$ cat config.mk
export PLATFORM = sky130hd
export DESIGN_NAME = dds_src_arbiter
export DESIGN_NICKNAME = d
export VERILOG_FILES = /design/src/rtl/dds_arb_pkg.sv /design/src/rtl/dds_arb_ctrl.sv /design/src/rtl/dds_arb_dpath.sv /design/src/rtl/dds_src_arbiter.sv
export SDC_FILE = /design/constraint.sdc
export NUM_CORES = 1
export LEC_CHECK = 0
export BUFFER_PORTS_ARGS = -buffer_cell sky130_fd_sc_hd__buf_2
export CAP_MARGIN = 30
export CORE_MARGIN = 5
export CORE_UTILIZATION = 46
export DETAILED_ROUTE_END_ITERATION = 10
export GPL_ROUTABILITY_DRIVEN = 0
export PLACE_DENSITY = 0.87
export SETUP_SLACK_MARGIN = 0.3
export SLEW_MARGIN = 20
export SYNTH_ARGS = -nofsm -noshare
export SYNTH_HDL_FRONTEND = slang
export SYNTH_SLANG_ARGS = --single-unit
$ cat constraint.sdc
create_clock -name clk -period 1.8 [get_ports clk]
set_input_delay 0.09 -clock clk [delete_from_list [all_inputs] [get_ports clk]]
set_output_delay 0.09 -clock clk [all_outputs]
set_load 0.005 [all_outputs]
$ cat src/rtl/dds_arb_pkg.sv
package dds_arb_pkg;

  typedef enum logic [2:0] {
    SRC_NONE = 3'd0,
    SRC_MOD  = 3'd1,
    SRC_RAMP = 3'd2,
    SRC_PROF = 3'd3,
    SRC_PORT = 3'd4
  } srcSel_e;

  typedef enum logic [1:0] {
    DEST_FREQ  = 2'd0,
    DEST_PHASE = 2'd1,
    DEST_AMP   = 2'd2,
    DEST_OFF   = 2'd3
  } dest_e;

  typedef struct packed {
    srcSel_e selFreq;
    srcSel_e selPhase;
    srcSel_e selAmp;
    logic    ampForceFull;
  } arbStrobe_t;

endpackage

$ cat src/rtl/dds_arb_ctrl.sv
module dds_arb_ctrl
  import dds_arb_pkg::*;
(
  input  logic       modEn,
  input  logic       rampEn,
  input  logic [1:0] rampDest,
  input  logic       profEn,
  input  logic       portEn,
  input  logic [1:0] portDest,
  input  logic       oskEn,
  output arbStrobe_t strobe
);

  logic rampLive;
  logic rampF, rampP, rampA;
  logic portF, portP, portA;

  // the modulus path consumes the ramp generator while it runs
  assign rampLive = rampEn && !modEn;
  assign rampF = rampLive && (rampDest == DEST_FREQ);
  assign rampP = rampLive && (rampDest == DEST_PHASE);
  assign rampA = rampLive && (rampDest == DEST_AMP);
  assign portF = portEn && (portDest == DEST_FREQ);
  assign portP = portEn && (portDest == DEST_PHASE);
  assign portA = portEn && (portDest == DEST_AMP);

  always_comb begin
    if (modEn)       strobe.selFreq = SRC_MOD;
    else if (rampF)  strobe.selFreq = SRC_RAMP;
    else if (profEn) strobe.selFreq = SRC_PROF;
    else if (portF)  strobe.selFreq = SRC_PORT;
    else             strobe.selFreq = SRC_NONE;

    if (rampP)       strobe.selPhase = SRC_RAMP;
    else if (profEn) strobe.selPhase = SRC_PROF;
    else if (portP)  strobe.selPhase = SRC_PORT;
    else             strobe.selPhase = SRC_NONE;

    if (!oskEn)      strobe.selAmp = SRC_NONE;
    else if (rampA)  strobe.selAmp = SRC_RAMP;
    else if (profEn) strobe.selAmp = SRC_PROF;
    else if (portA)  strobe.selAmp = SRC_PORT;
    else             strobe.selAmp = SRC_NONE;

    strobe.ampForceFull = !oskEn;
  end

  always_comb begin
    AST_MOD_NO_RAMP_PHASE: assert (!(modEn && strobe.selPhase == SRC_RAMP));
    AST_MOD_NO_RAMP_AMP:   assert (!(modEn && strobe.selAmp == SRC_RAMP));
  end

endmodule

$ cat src/rtl/dds_arb_dpath.sv
module dds_arb_dpath
  import dds_arb_pkg::*;
#(
  parameter int FREQ_W  = 32,
  parameter int PHASE_W = 16,
  parameter int AMP_W   = 12
) (
  input  logic               clk,
  input  logic               rstN,
  input  arbStrobe_t         strobe,
  input  logic [FREQ_W-1:0]  modFreq,
  input  logic [FREQ_W-1:0]  rampWord,
  input  logic [FREQ_W-1:0]  profFreq,
  input  logic [PHASE_W-1:0] profPhase,
  input  logic [AMP_W-1:0]   profAmp,
  input  logic [FREQ_W-1:0]  portWord,
  output logic [FREQ_W-1:0]  freqOut,
  output logic [PHASE_W-1:0] phaseOut,
  output logic [AMP_W-1:0]   ampOut,
  output logic [2:0]         freqSrc,
  output logic [2:0]         phaseSrc,
  output logic [2:0]         ampSrc
);

  localparam logic [AMP_W-1:0] AMP_FULL = {AMP_W{1'b1}};

  logic [PHASE_W-1:0] rampPhase, portPhase;
  logic [AMP_W-1:0]   rampAmp, portAmp;
  logic [FREQ_W-1:0]  freqNext;
  logic [PHASE_W-1:0] phaseNext;
  logic [AMP_W-1:0]   ampNext;

  // narrower parameters take the most significant slice of a wide word
  assign rampPhase = rampWord[FREQ_W-1 -: PHASE_W];
  assign portPhase = portWord[FREQ_W-1 -: PHASE_W];
  assign rampAmp   = rampWord[FREQ_W-1 -: AMP_W];
  assign portAmp   = portWord[FREQ_W-1 -: AMP_W];

  always_comb begin
    case (strobe.selFreq)
      SRC_MOD:  freqNext = modFreq;
      SRC_RAMP: freqNext = rampWord;
      SRC_PROF: freqNext = profFreq;
      SRC_PORT: freqNext = portWord;
      default:  freqNext = freqOut;
    endcase
    case (strobe.selPhase)
      SRC_RAMP: phaseNext = rampPhase;
      SRC_PROF: phaseNext = profPhase;
      SRC_PORT: phaseNext = portPhase;
      default:  phaseNext = phaseOut;
    endcase
    if (strobe.ampForceFull) ampNext = AMP_FULL;
    else begin
      case (strobe.selAmp)
        SRC_RAMP: ampNext = rampAmp;
        SRC_PROF: ampNext = profAmp;
        SRC_PORT: ampNext = portAmp;
        default:  ampNext = ampOut;
      endcase
    end
  end

  always_ff @(posedge clk or negedge rstN) begin
    if (!rstN) begin
      freqOut  <= '0;
      phaseOut <= '0;
      ampOut   <= '0;
      freqSrc  <= SRC_NONE;
      phaseSrc <= SRC_NONE;
      ampSrc   <= SRC_NONE;
    end else begin
      freqOut  <= freqNext;
      phaseOut <= phaseNext;
      ampOut   <= ampNext;
      freqSrc  <= strobe.selFreq;
      phaseSrc <= strobe.selPhase;
      ampSrc   <= strobe.selAmp;
    end
  end

  AST_FREQ_HOLD: assert property (@(posedge clk) disable iff (!rstN)
    (strobe.selFreq == SRC_NONE) |=> $stable(freqOut));
  AST_PHASE_HOLD: assert property (@(posedge clk) disable iff (!rstN)
    (strobe.selPhase == SRC_NONE) |=> $stable(phaseOut));
  AST_AMP_FULL: assert property (@(posedge clk) disable iff (!rstN)
    strobe.ampForceFull |=> (ampOut == AMP_FULL && ampSrc == 3'd0));

endmodule

$ cat src/rtl/dds_src_arbiter.sv
module dds_src_arbiter
  import dds_arb_pkg::*;
#(
  parameter int FREQ_W  = 32,
  parameter int PHASE_W = 16,
  parameter int AMP_W   = 12
) (
  input  logic               clk,
  input  logic               rstN,
  input  logic               modEn,
  input  logic               rampEn,
  input  logic [1:0]         rampDest,
  input  logic               profEn,
  input  logic               portEn,
  input  logic [1:0]         portDest,
  input  logic               oskEn,
  input  logic [FREQ_W-1:0]  modFreq,
  input  logic [FREQ_W-1:0]  rampWord,
  input  logic [FREQ_W-1:0]  profFreq,
  input  logic [PHASE_W-1:0] profPhase,
  input  logic [AMP_W-1:0]   profAmp,
  input  logic [FREQ_W-1:0]  portWord,
  output logic [FREQ_W-1:0]  freqOut,
  output logic [PHASE_W-1:0] phaseOut,
  output logic [AMP_W-1:0]   ampOut,
  output logic [2:0]         freqSrc,
  output logic [2:0]         phaseSrc,
  output logic [2:0]         ampSrc
);

  arbStrobe_t strobe;

  dds_arb_ctrl u_ctrl (
    .modEn    (modEn),
    .rampEn   (rampEn),
    .rampDest (rampDest),
    .profEn   (profEn),
    .portEn   (portEn),
    .portDest (portDest),
    .oskEn    (oskEn),
    .strobe   (strobe)
  );

  dds_arb_dpath #(
    .FREQ_W  (FREQ_W),
    .PHASE_W (PHASE_W),
    .AMP_W   (AMP_W)
  ) u_dpath (
    .clk       (clk),
    .rstN      (rstN),
    .strobe    (strobe),
    .modFreq   (modFreq),
    .rampWord  (rampWord),
    .profFreq  (profFreq),
    .profPhase (profPhase),
    .profAmp   (profAmp),
    .portWord  (portWord),
    .freqOut   (freqOut),
    .phaseOut  (phaseOut),
    .ampOut    (ampOut),
    .freqSrc   (freqSrc),
    .phaseSrc  (phaseSrc),
    .ampSrc    (ampSrc)
  );

  AST_MOD_OWNS_FREQ: assert property (@(posedge clk) disable iff (!rstN)
    modEn |=> (freqSrc == 3'd1 && freqOut == $past(modFreq)));
  AST_RAMP_OVER_PROF: assert property (@(posedge clk) disable iff (!rstN)
    (!modEn && rampEn && rampDest == 2'd0) |=> (freqSrc == 3'd2));
  AST_PROF_OVER_PORT: assert property (@(posedge clk) disable iff (!rstN)
    (!modEn && !(rampEn && rampDest == 2'd0) && profEn && portEn)
      |=> (freqSrc == 3'd3));
  AST_MOD_PROF_PHASE: assert property (@(posedge clk) disable iff (!rstN)
    (modEn && profEn) |=> (phaseSrc == 3'd3 && phaseOut == $past(profPhase)));

endmodule

==> results of run 1 <==
==> worst register-to-register path: stages, from the launching register on <==
cell	delay (ns)
dfrtp_1	0.42
o31ai_1	0.23
a21oi_1	0.07
==> report_power, final <==
group / switching, mW / internal, mW / total [mW]
sequential: 0.0845 / 1.70 / 1.78
clock: 0.625 / 0.716 / 1.34
combinational: 0.468 / 0.422 / 0.890
total: 1.18 / 2.83 / 4.01
==> stage by stage <==
stage,hold WS [ns],power [mW],instances,setup WS (ns)
3_3_place_gp,0.0511,2.66,695,0.322
3_5_place_dp,0.0660,2.68,695,0.218
2_1_floorplan,-0.206,2.18,381,0.676
4_1_cts,0.0162,4.01,713,0.587
5_1_grt,0.0249,4.19,713,0.432
6_report,0.0300,4.01,713,0.552
==> flip-flops by register name, summed over array words and instances (netlist names) <==
name / cells
u_dpath.phaseOut: 16
u_dpath.freqOut: 32
u_dpath.ampOut: 12
u_dpath.freqSrc: 3
u_dpath.phaseSrc: 3
u_dpath.ampSrc: 3
==> cell families after synthesis <==
group,after synthesis
flip-flops,69
AND/OR/NAND/NOR,54
AO/OA/AOI/OAI,215
buffers and inverters,43
==> cell usage in the layout, fill, tap and decap left out, drive strengths merged <==
cell           n
and4bb         1
o2bb2ai        1
o221ai        31
nor2          16
a2bb2oi       11
a31oi          1
o211a          1
o31ai          1
a21boi         1
nor3          14
nand4          1
buf          252
and3           1
nand3          5
o21ai         26
nand4bb        2
dlygate4sd3    2
clkinvlp       2
inv            3
a21o           1
nand2b         3
clkinv         2
and2           1
a221oi         1
bufinv         1
a21oi         78
nand3b         2
clkbuf        11
nand2          4
or3b           2
o22ai         62
dfrtp         69
nor3b          2
==> routing by layer <==
metal | up-vias | global-route usage, % | routed length (um)
li1 | 1961 | - | -
met1 | 2094 | 37.6 | 5430
met2 | 323 | 45.4 | 6860
met3 | 49 | 7.64 | 1640
met4 | 2 | 15.9 | 608
met5 | - | 0 | 18
==> what timing repair did <==
item / in CTS / in global routing
endpoints found under the setup margin: 0 / 0
hold endpoints to repair: 31 / 0
hold buffers: 2 / 0
==> area by class of cell <==
| cell class | count | area [um2] | area share, % |
|---|---|---|---|
| Timing Repair Buffer | 254 | 1340 | 26.4 |
| Inverter | 3 | 11.3 | 0.222 |
| Tap cell | 102 | 128 | 2.52 |
| Clock inverter | 5 | 58.8 | 1.16 |
| Clock buffer | 11 | 151 | 2.99 |
| Multi-Input combinational cell | 269 | 1650 | 32.6 |
| Sequential cell | 69 | 1730 | 34.1 |
==> worst max-delay path by stage <==
stage                     start                  end  slack, ns  cells after the start
global route             profEn   u_dpath.ampOut[10]       0.43                      6
finish                    modEn  u_dpath.freqOut[11]       0.55                      6
global placement    portDest[1]  u_dpath.freqOut[27]       0.32                      5
floorplan                 modEn    u_dpath.ampOut[0]       0.68                      6
CTS                      profEn    u_dpath.ampOut[0]       0.59                      6
detailed placement       profEn    u_dpath.ampOut[0]       0.22                      6
==> impl_metrics.tcl, run 1 <==
set metrics [dict create \
    vdd_drop_max_uv 332 \
    ys_ff_latch 69 \
    worst_pin_slew_ns 0.721 \
    die_h_um 98.1 \
    final_area_mm2 0.00506 \
    r2r-end "u_dpath.freqOut[16]" \
    hold_path_class "input port to flop" \
    synthFlopType "dfrtp_1" \
    globalRouteTotalUtil_pct 29.4 \
    synth_common_cells "a21oi_1, dfrtp_1, o22ai_1" \
    synth_simple_gate_area_share_pct 8.69 \
    synthesis.area_mm2 0.00357 \
    antenna_found_initial 1 \
    cpPeakStageDelay_ns 0.46 \
    slew_violations 0 \
    synth_top_area_share_pct 48.4 \
    grt_max_degree 40 \
    wl_per_cell_um 20.4 \
    synth_area_per_cell_um2 9.37 \
    max_freq_ghz 0.801 \
    cts_setup_buffers 0 \
    critical_path_peak_fanout 31 \
    postRouteAntennaNets 0 \
    crit_required_ns 2.01 \
    crit_chain "buf_2 -> buf_4 -> inv_1 -> nand4_4 -> o22ai_1 -> a21oi_1" \
    min_to "u_dpath.freqOut[19]" \
    fill_cells 644 \
    yosysWarnings 0 \
    numCtsBuffers 9 \
    slew_headroom_pct 52.0 \
    die_w_um 98.1 \
    skew_ns 0 \
    diodes 0 \
    cts_buffer_depth 2 \
    cts_htree_levels 3 \
    io_pins 236 \
    area_delta_synth_final_pct 41.8 \
    synth_xor_area_share_pct 0 \
    r2r_cells 2 \
    finalSetupViolCount 0 \
    grt_first_pass_wirelength_um 22400 \
    synthAdderAreaFrac_pct 0 \
    outcome "finished clean" \
    final_hold_viol_count 0 \
    nets 773 \
    portBuffers 235 \
    cts_tree "yes" \
    yosys-top-cells-area "dfrtp_1, a21oi_1, o22ai_1, o221ai_1, o21ai_0" \
    crit_family "buffers and inverters" \
    synth_fp_nets 548 \
    drv_cap 0 \
    synth_top_family_by_area "compound AO/OA/AOI/OAI gates" \
    firstDrtPassIters 5 \
    period_share_pct 69.4 \
    finalSetupTns_ns 0 \
    clk_latency_ns 0.34 \
    initial_core_util_pct 46.7 \
    core_area_mm2 0.00765 \
    synth_compound_area_share_pct 37.3 \
    finalWirelength_um 14600 \
    holdCritStartpoint "modFreq[19]" \
    synthCells 381 \
    p_per_area_mw_per_mm2 792 \
    synth_most_common_cell "a21oi_1" \
    avgViaCountPerCell 6.21 \
    synth_cell_type_count 35 \
    fp.dieArea_mm2 0.00962 \
    ys_seq_area_share_pct 48.4 \
    p_leak_nw 2.33 \
    clk_pin_slew_ns 0.08 \
    hold_depth 3 \
    critPathKind "input port to flop" \
    drtIter0Drc 339 \
    cp_num_buf_inv 3 \
    crit_path_end_kind "flop" \
    placed_cell_area_mm2 0.00483 \
    reg2reg_from "u_dpath.freqOut[16]" \
    detailed_place_hpwl_um 10900 \
    crit_arrival_ns 1.46 \
    synth-edff-count 0 \
    crit_slowest_cell "nand4_4" \
    crit_path_start_kind "input port" \
    grt_pass1_vias 4323 \
    num_vias 4429 \
    synthMuxAreaShare_pct 0 \
    reg2reg_slack_ns 0.97 \
    cts-root-buf "clkbuf_8" \
    drive_gt1_share_pct 44.7 \
    fin_util_pct 66.2 \
    fin_crit_ns 1.25 \
    cts_num_sinks 69 \
    rsz0062_at_grt "false" \
    overflow 0 \
    ctsResizeCount 0 \
    rows 32 \
    yosys.area.top_type "dfrtp_1" \
    postSynth.asyncResetShare_pct 100 \
    drc 0 \
]
Note: power is estimated with default switching activity, not from simulation.
==> run 2, diff against run 1 <==
- ABC_AREA: unset -> 1
- PLACE_DENSITY: 0.87 -> 0.81
- clock period: 1.8 -> 1.3 ns (I/O delays scaled with it)
==> impl_metrics.tcl, run 2 <==
set metrics [dict create \
    ys_seq_area_share_pct 38.3 \
    synthMuxAreaShare_pct 0 \
    outcome "finished clean" \
    synthCells 701 \
    drv_cap 0 \
    cts_buffer_depth 2 \
    area_delta_synth_final_pct 43.6 \
    fin_crit_ns 0.961 \
    final_hold_viol_count 0 \
    largest_reg_flops 32 \
    antenna_found_initial 1 \
    drtIter0Drc 479 \
    synth_area_per_cell_um2 6.43 \
    postRouteAntennaNets 0 \
    cpPeakStageDelay_ns 0.41 \
    finalWirelength_um 16700 \
    worst_pin_slew_ns 0.409 \
    crit_path_end_kind "output pin" \
    synthFlopType "dfrtp_1" \
    synth_top_family_by_area "simple AND/OR/NAND/NOR gates" \
    synth_top_area_share_pct 38.3 \
    synth_common_cells "nand2_1, dfrtp_1, nor2_1" \
    num_vias 5598 \
    die_w_um 109 \
    synth_xor_area_share_pct 0 \
    multiInputGateArea_mm2 0.00240 \
    synth_simple_gate_area_share_pct 48.1 \
    postSynth.asyncResetShare_pct 100 \
    synthAdderAreaFrac_pct 0 \
    crit_required_ns 1.24 \
    crit_family "flip-flops" \
    crit_path_start_kind "flop" \
    slew_headroom_pct 72.7 \
    nets 1116 \
    max_freq_ghz 1.04 \
    cts-root-buf "clkbuf_8" \
    whs_ns 0.00918 \
    cts_htree_levels 3 \
    regArea_mm2 0.00173 \
    top_regs "u_dpath.freqOut x32, u_dpath.phaseOut x16, u_dpath.ampOut x12" \
    synth_cell_type_count 22 \
    final_cell_mix "nand2_1, buf_2, dfrtp_1, nor2_1, nand3_1" \
    portBuffers 235 \
    finalSetupViolCount 0 \
    critical_path_peak_fanout 2 \
    cp_num_buf_inv 1 \
    synth_compound_area_share_pct 3.33 \
    cts_tree "yes" \
    rsz0062_at_grt "true" \
    slew_violations 0 \
    period_share_pct 73.9 \
    synthesis.area_mm2 0.00451 \
    firstDrtPassIters 7 \
    wl_per_cell_um 15.4 \
    detailed_place_hpwl_um 12600 \
    yosys.area.top_type "dfrtp_1" \
    grt_first_pass_wirelength_um 25900 \
    synth_fp_nets 868 \
    fill_cells 902 \
    ys_ff_latch 69 \
    clk_pin_slew_ns 0.08 \
    grt_pass1_vias 5199 \
    initial_core_util_pct 46.6 \
    final_common_cell "nand2_1" \
    globalRouteTotalUtil_pct 28.1 \
    overflow 0 \
    crit_chain "buf_2" \
    yosys-top-cells-area "dfrtp_1, nand2_1, nand4_1, nand3_1, nor2_1" \
    crit_slowest_cell "dfrtp_1" \
    rows 36 \
    cts_num_sinks 69 \
    vdd_drop_max_uv 526 \
    fp.dieArea_mm2 0.0119 \
    synth-edff-count 0 \
    yosysWarnings 0 \
    io_pins 236 \
    fin_util_pct 66.9 \
    core_area_mm2 0.00968 \
    avgViaCountPerCell 5.15 \
    drc 0 \
    cts_setup_buffers 0 \
    synth_most_common_cell "nand2_1" \
    largest-register "u_dpath.freqOut" \
    hold_path_class "input port to flop" \
    numCtsBuffers 9 \
    clk_latency_ns 0.35 \
    p_leak_nw 3.76 \
    crit_arrival_ns 0.90 \
    grt_max_degree 44 \
    drive_gt1_share_pct 32.6 \
    skew_ns 0 \
    critPathKind "flop to output pin" \
    p_per_area_mw_per_mm2 977 \
    die_h_um 109 \
]
run 2: repair_timing:
action	in CTS	in global routing
endpoints found under the hold margin	65	0
resized for setup	1	11
hold buffers	14	0
setup endpoints to repair	3	50
pin swaps	0	2
run 2: final timing paths:
path,from,to,slack [ns],cells after the start
setup / recovery,u_dpath.phaseOut[2],phaseOut[2],0.34,1
hold / removal,portWord[16],u_dpath.phaseOut[0],0.009,3
setup reg to reg,u_dpath.phaseOut[7],u_dpath.phaseOut[7],0.62,2
hold reg to reg,u_dpath.freqOut[29],u_dpath.freqOut[29],0.47,2
max in group asynchronous,rstN,u_dpath.freqOut[29],0.59,3
min in group asynchronous,rstN,u_dpath.phaseOut[13],0.18,2
run 2: cell families (layout without fill, tap and decap cells):
group | Yosys count | count (layout)
AO/OA/AOI/OAI | 26 | 26
buffers and inverters | 110 | 363
flip-flops | 69 | 69
other | 0 | 1
AND/OR/NAND/NOR | 496 | 496
run 2: stage by stage:
step                      TNS (ns)  cell area [um2]  setup slack [ns]  power, mW  instances
after floorplan                  0             4650             0.213       3.33        701
after detailed placement     -1.75             6060           -0.0922       4.17       1057
after CTS                        0             6440             0.302       6.35       1087
after global routing             0             6480             0.278       6.69       1087
final                            0             6480             0.339       6.33       1088
after global placement     -0.0226             6060           -0.0167       4.15       1057
run 2: power breakdown:
part | internal (mW) | leakage, nW | switching [mW]
Combinational | 0.740 | 2.82 | 0.902
Sequential | 2.40 | 0.814 | 0.138
Clock | 1.28 | 0.116 | 0.874
run 2: routing by layer:
metal  share of wire [%]  vias up  track usage [%]
met3                  11       45             6.81
met4                 2.9        2             11.1
met5               0.066        -                0
met1                  39     2526             34.9
li1                    -     2731                -
met2                  47      294             47.0
run 2: area by class of cell:
cell class | count | share of cell area (%)
inverter | 66 | 4.42
sequential | 69 | 26.7
timing repair buffer | 281 | 25.6
tap | 133 | 2.57
antenna | 1 | 0.0386
clock inverter | 6 | 1.72
clock buffer | 10 | 1.97
multi-input combinational | 522 | 37.1
==> run 3, diff against run 2 <==
- ABC_AREA: 1 -> 0
- CORE_UTILIZATION: 46 -> 42
- PLACE_DENSITY: 0.81 -> 0.8
- clock period: 1.3 -> 0.9 ns (I/O delays scaled with it)
==> impl_metrics.tcl, run 3 (synthesized netlist as in run 1, its figures left out) <==
set metrics [dict create \
    reg2reg_from "u_dpath.freqOut[17]" \
    initial_core_util_pct 43.2 \
    num_vias 5344 \
    die_h_um 102 \
    worst_pin_slew_ns 0.416 \
    cts-root-buf "clkbuf_8" \
    final_cell_mix "buf_2, dfrtp_1, buf_4, a21oi_1, o221ai_1" \
    clk_latency_ns 0.34 \
    avgViaCountPerCell 6.67 \
    met3_usage_pct 8.33 \
    r2r-end "u_dpath.freqOut[17]" \
    drtIter0Drc 473 \
    holdCritStartpoint "modFreq[15]" \
    rows 33 \
    r2r_cells 3 \
    placed_cell_area_mm2 0.00528 \
    multiInputGateArea_mm2 0.00249 \
    numCtsBuffers 9 \
    p_total_mw 9.66 \
    globalRouteTotalUtil_pct 34.5 \
    hold_depth 3 \
    cts_num_sinks 69 \
    antenna_found_initial 0 \
    nets 857 \
    whs_ns -0.0399 \
    max_freq_ghz 0.949 \
    crit_slowest_cell "nand3b_1" \
    hold_path_class "input port to flop" \
    pre_cts_ws_ns -0.433 \
    drive_gt1_share_pct 67.9 \
    finalWirelength_um 21100 \
    core_area_mm2 0.00826 \
    portBuffers 235 \
    met2_usage_pct 57.2 \
    largest-register "u_dpath.freqOut" \
    rsz0062_at_grt "true" \
    reg2reg_slack_ns -0.10 \
    grt_max_degree 70 \
    clk_pin_slew_ns 0.09 \
    die_w_um 102 \
    fin_crit_ns 1.05 \
    crit_chain "buf_8 -> nand3b_1 -> buf_4 -> buf_6 -> nor3_1 -> o211a_1 -> o21ai_1" \
    use_met1_pct 41.7 \
    p_per_area_mw_per_mm2 1380 \
    fin_ws_ns -0.154 \
    cts_buffer_depth 2 \
    outcome "complete, but fails checks" \
    cpPeakStageDelay_ns 0.26 \
    drv_cap 0 \
    final_common_cell "buf_2" \
    slew_headroom_pct 72.2 \
    area_delta_synth_final_pct 95.9 \
    regArea_mm2 0.00173 \
    crit_path_start_kind "input port" \
    grt_first_pass_wirelength_um 27400 \
    vdd_drop_max_uv 1230 \
    drc 0 \
    slew_violations 0 \
    skew_ns 0 \
    detailed_place_hpwl_um 11400 \
    largest_reg_flops 32 \
    final_hold_viol_count 7 \
    min_to "u_dpath.freqOut[15]" \
    overflow 0 \
    critPathKind "input port to flop" \
    finalSetupViolCount 88 \
    cts_htree_levels 3 \
    postRouteAntennaNets 0 \
    wl_per_cell_um 26.4 \
    io_pins 236 \
    grt-busiest-layer "met2" \
    grt_pass1_vias 5187 \
    final_area_mm2 0.00700 \
    fp.dieArea_mm2 0.0104 \
    crit_arrival_ns 1.27 \
    firstDrtPassIters 5 \
    fill_cells 436 \
    crit_path_end_kind "flop" \
    top_regs "u_dpath.freqOut x32, u_dpath.phaseOut x16, u_dpath.ampOut x12" \
    violations "negative hold slack, negative setup slack" \
    p_leak_nw 3.10 \
    critical_path_peak_fanout 4 \
    period_share_pct 117 \
    cts_tree "yes" \
    crit_required_ns 1.12 \
    holdBufCountCts 1 \
]
## run 3: timing repair
action                     4_1_cts  5_1_grt
setup endpoints to repair      137      194
hold endpoints to repair        84       13
pin swaps                       34       22
cloned                           8        2
resized for setup               96       77
buffers inserted                35       16
## run 3: stage by stage
step	setup TNS (ns)	instances	hold slack [ns]	util (%)
finish	-2.90	801	-0.0399	84.7
global route	-5.25	800	-0.0465	84.7
CTS	-0.809	782	-0.0791	77.9
detailed placement	-21.76	722	0.101	64.0
global placement	-20.24	722	0.0947	64.0
floorplan	-5.34	381	-0.251	-
## run 3: worst max path at each step
| stage | to | startpoint |
|---|---|---|
| after floorplan | u_dpath.freqOut[15] | rampDest[1] |
| after global placement | u_dpath.freqOut[23] | rampDest[0] |
| after detailed placement | u_dpath.freqOut[29] | rampDest[0] |
| after CTS | ampOut[11] | u_dpath.ampOut[11] |
| after global routing | u_dpath.ampOut[4] | portDest[0] |
| final | u_dpath.ampOut[9] | portDest[0] |
## run 3: layer usage
layer | part of all wire, % | vias to the layer above | routed length, um
li1 | - | 2142 | -
met1 | 34 | 2543 | 7200
met2 | 48 | 525 | 10100
met3 | 11 | 134 | 2370
met4 | 6.7 | 0 | 1410
met5 | 0 | - | 0
## run 3: worst max-delay path: cells and delay by family
family	cells	cell delay (ns)
simple gates	2	0.48
buf+inv	3	0.44
compound gates	2	0.30
## run 3: layout make-up
cell class | instances | area share [%]
multi-input combinational | 271 | 35.6
inverter | 3 | 0.197
tap | 105 | 1.88
sequential | 69 | 24.7
clock buffer | 11 | 2.02
timing repair buffer | 336 | 34.4
antenna | 1 | 0.0358
clock inverter | 5 | 1.20
## run 3: power breakdown
group          leakage (nW)  switching (mW)  total (mW)  internal [mW]
Combinational          2.22            1.53        3.10           1.57
Clock                 0.106            1.33        2.97           1.64
Sequential            0.769           0.203        3.59           3.39
Total                  3.10            3.06        9.66           6.60
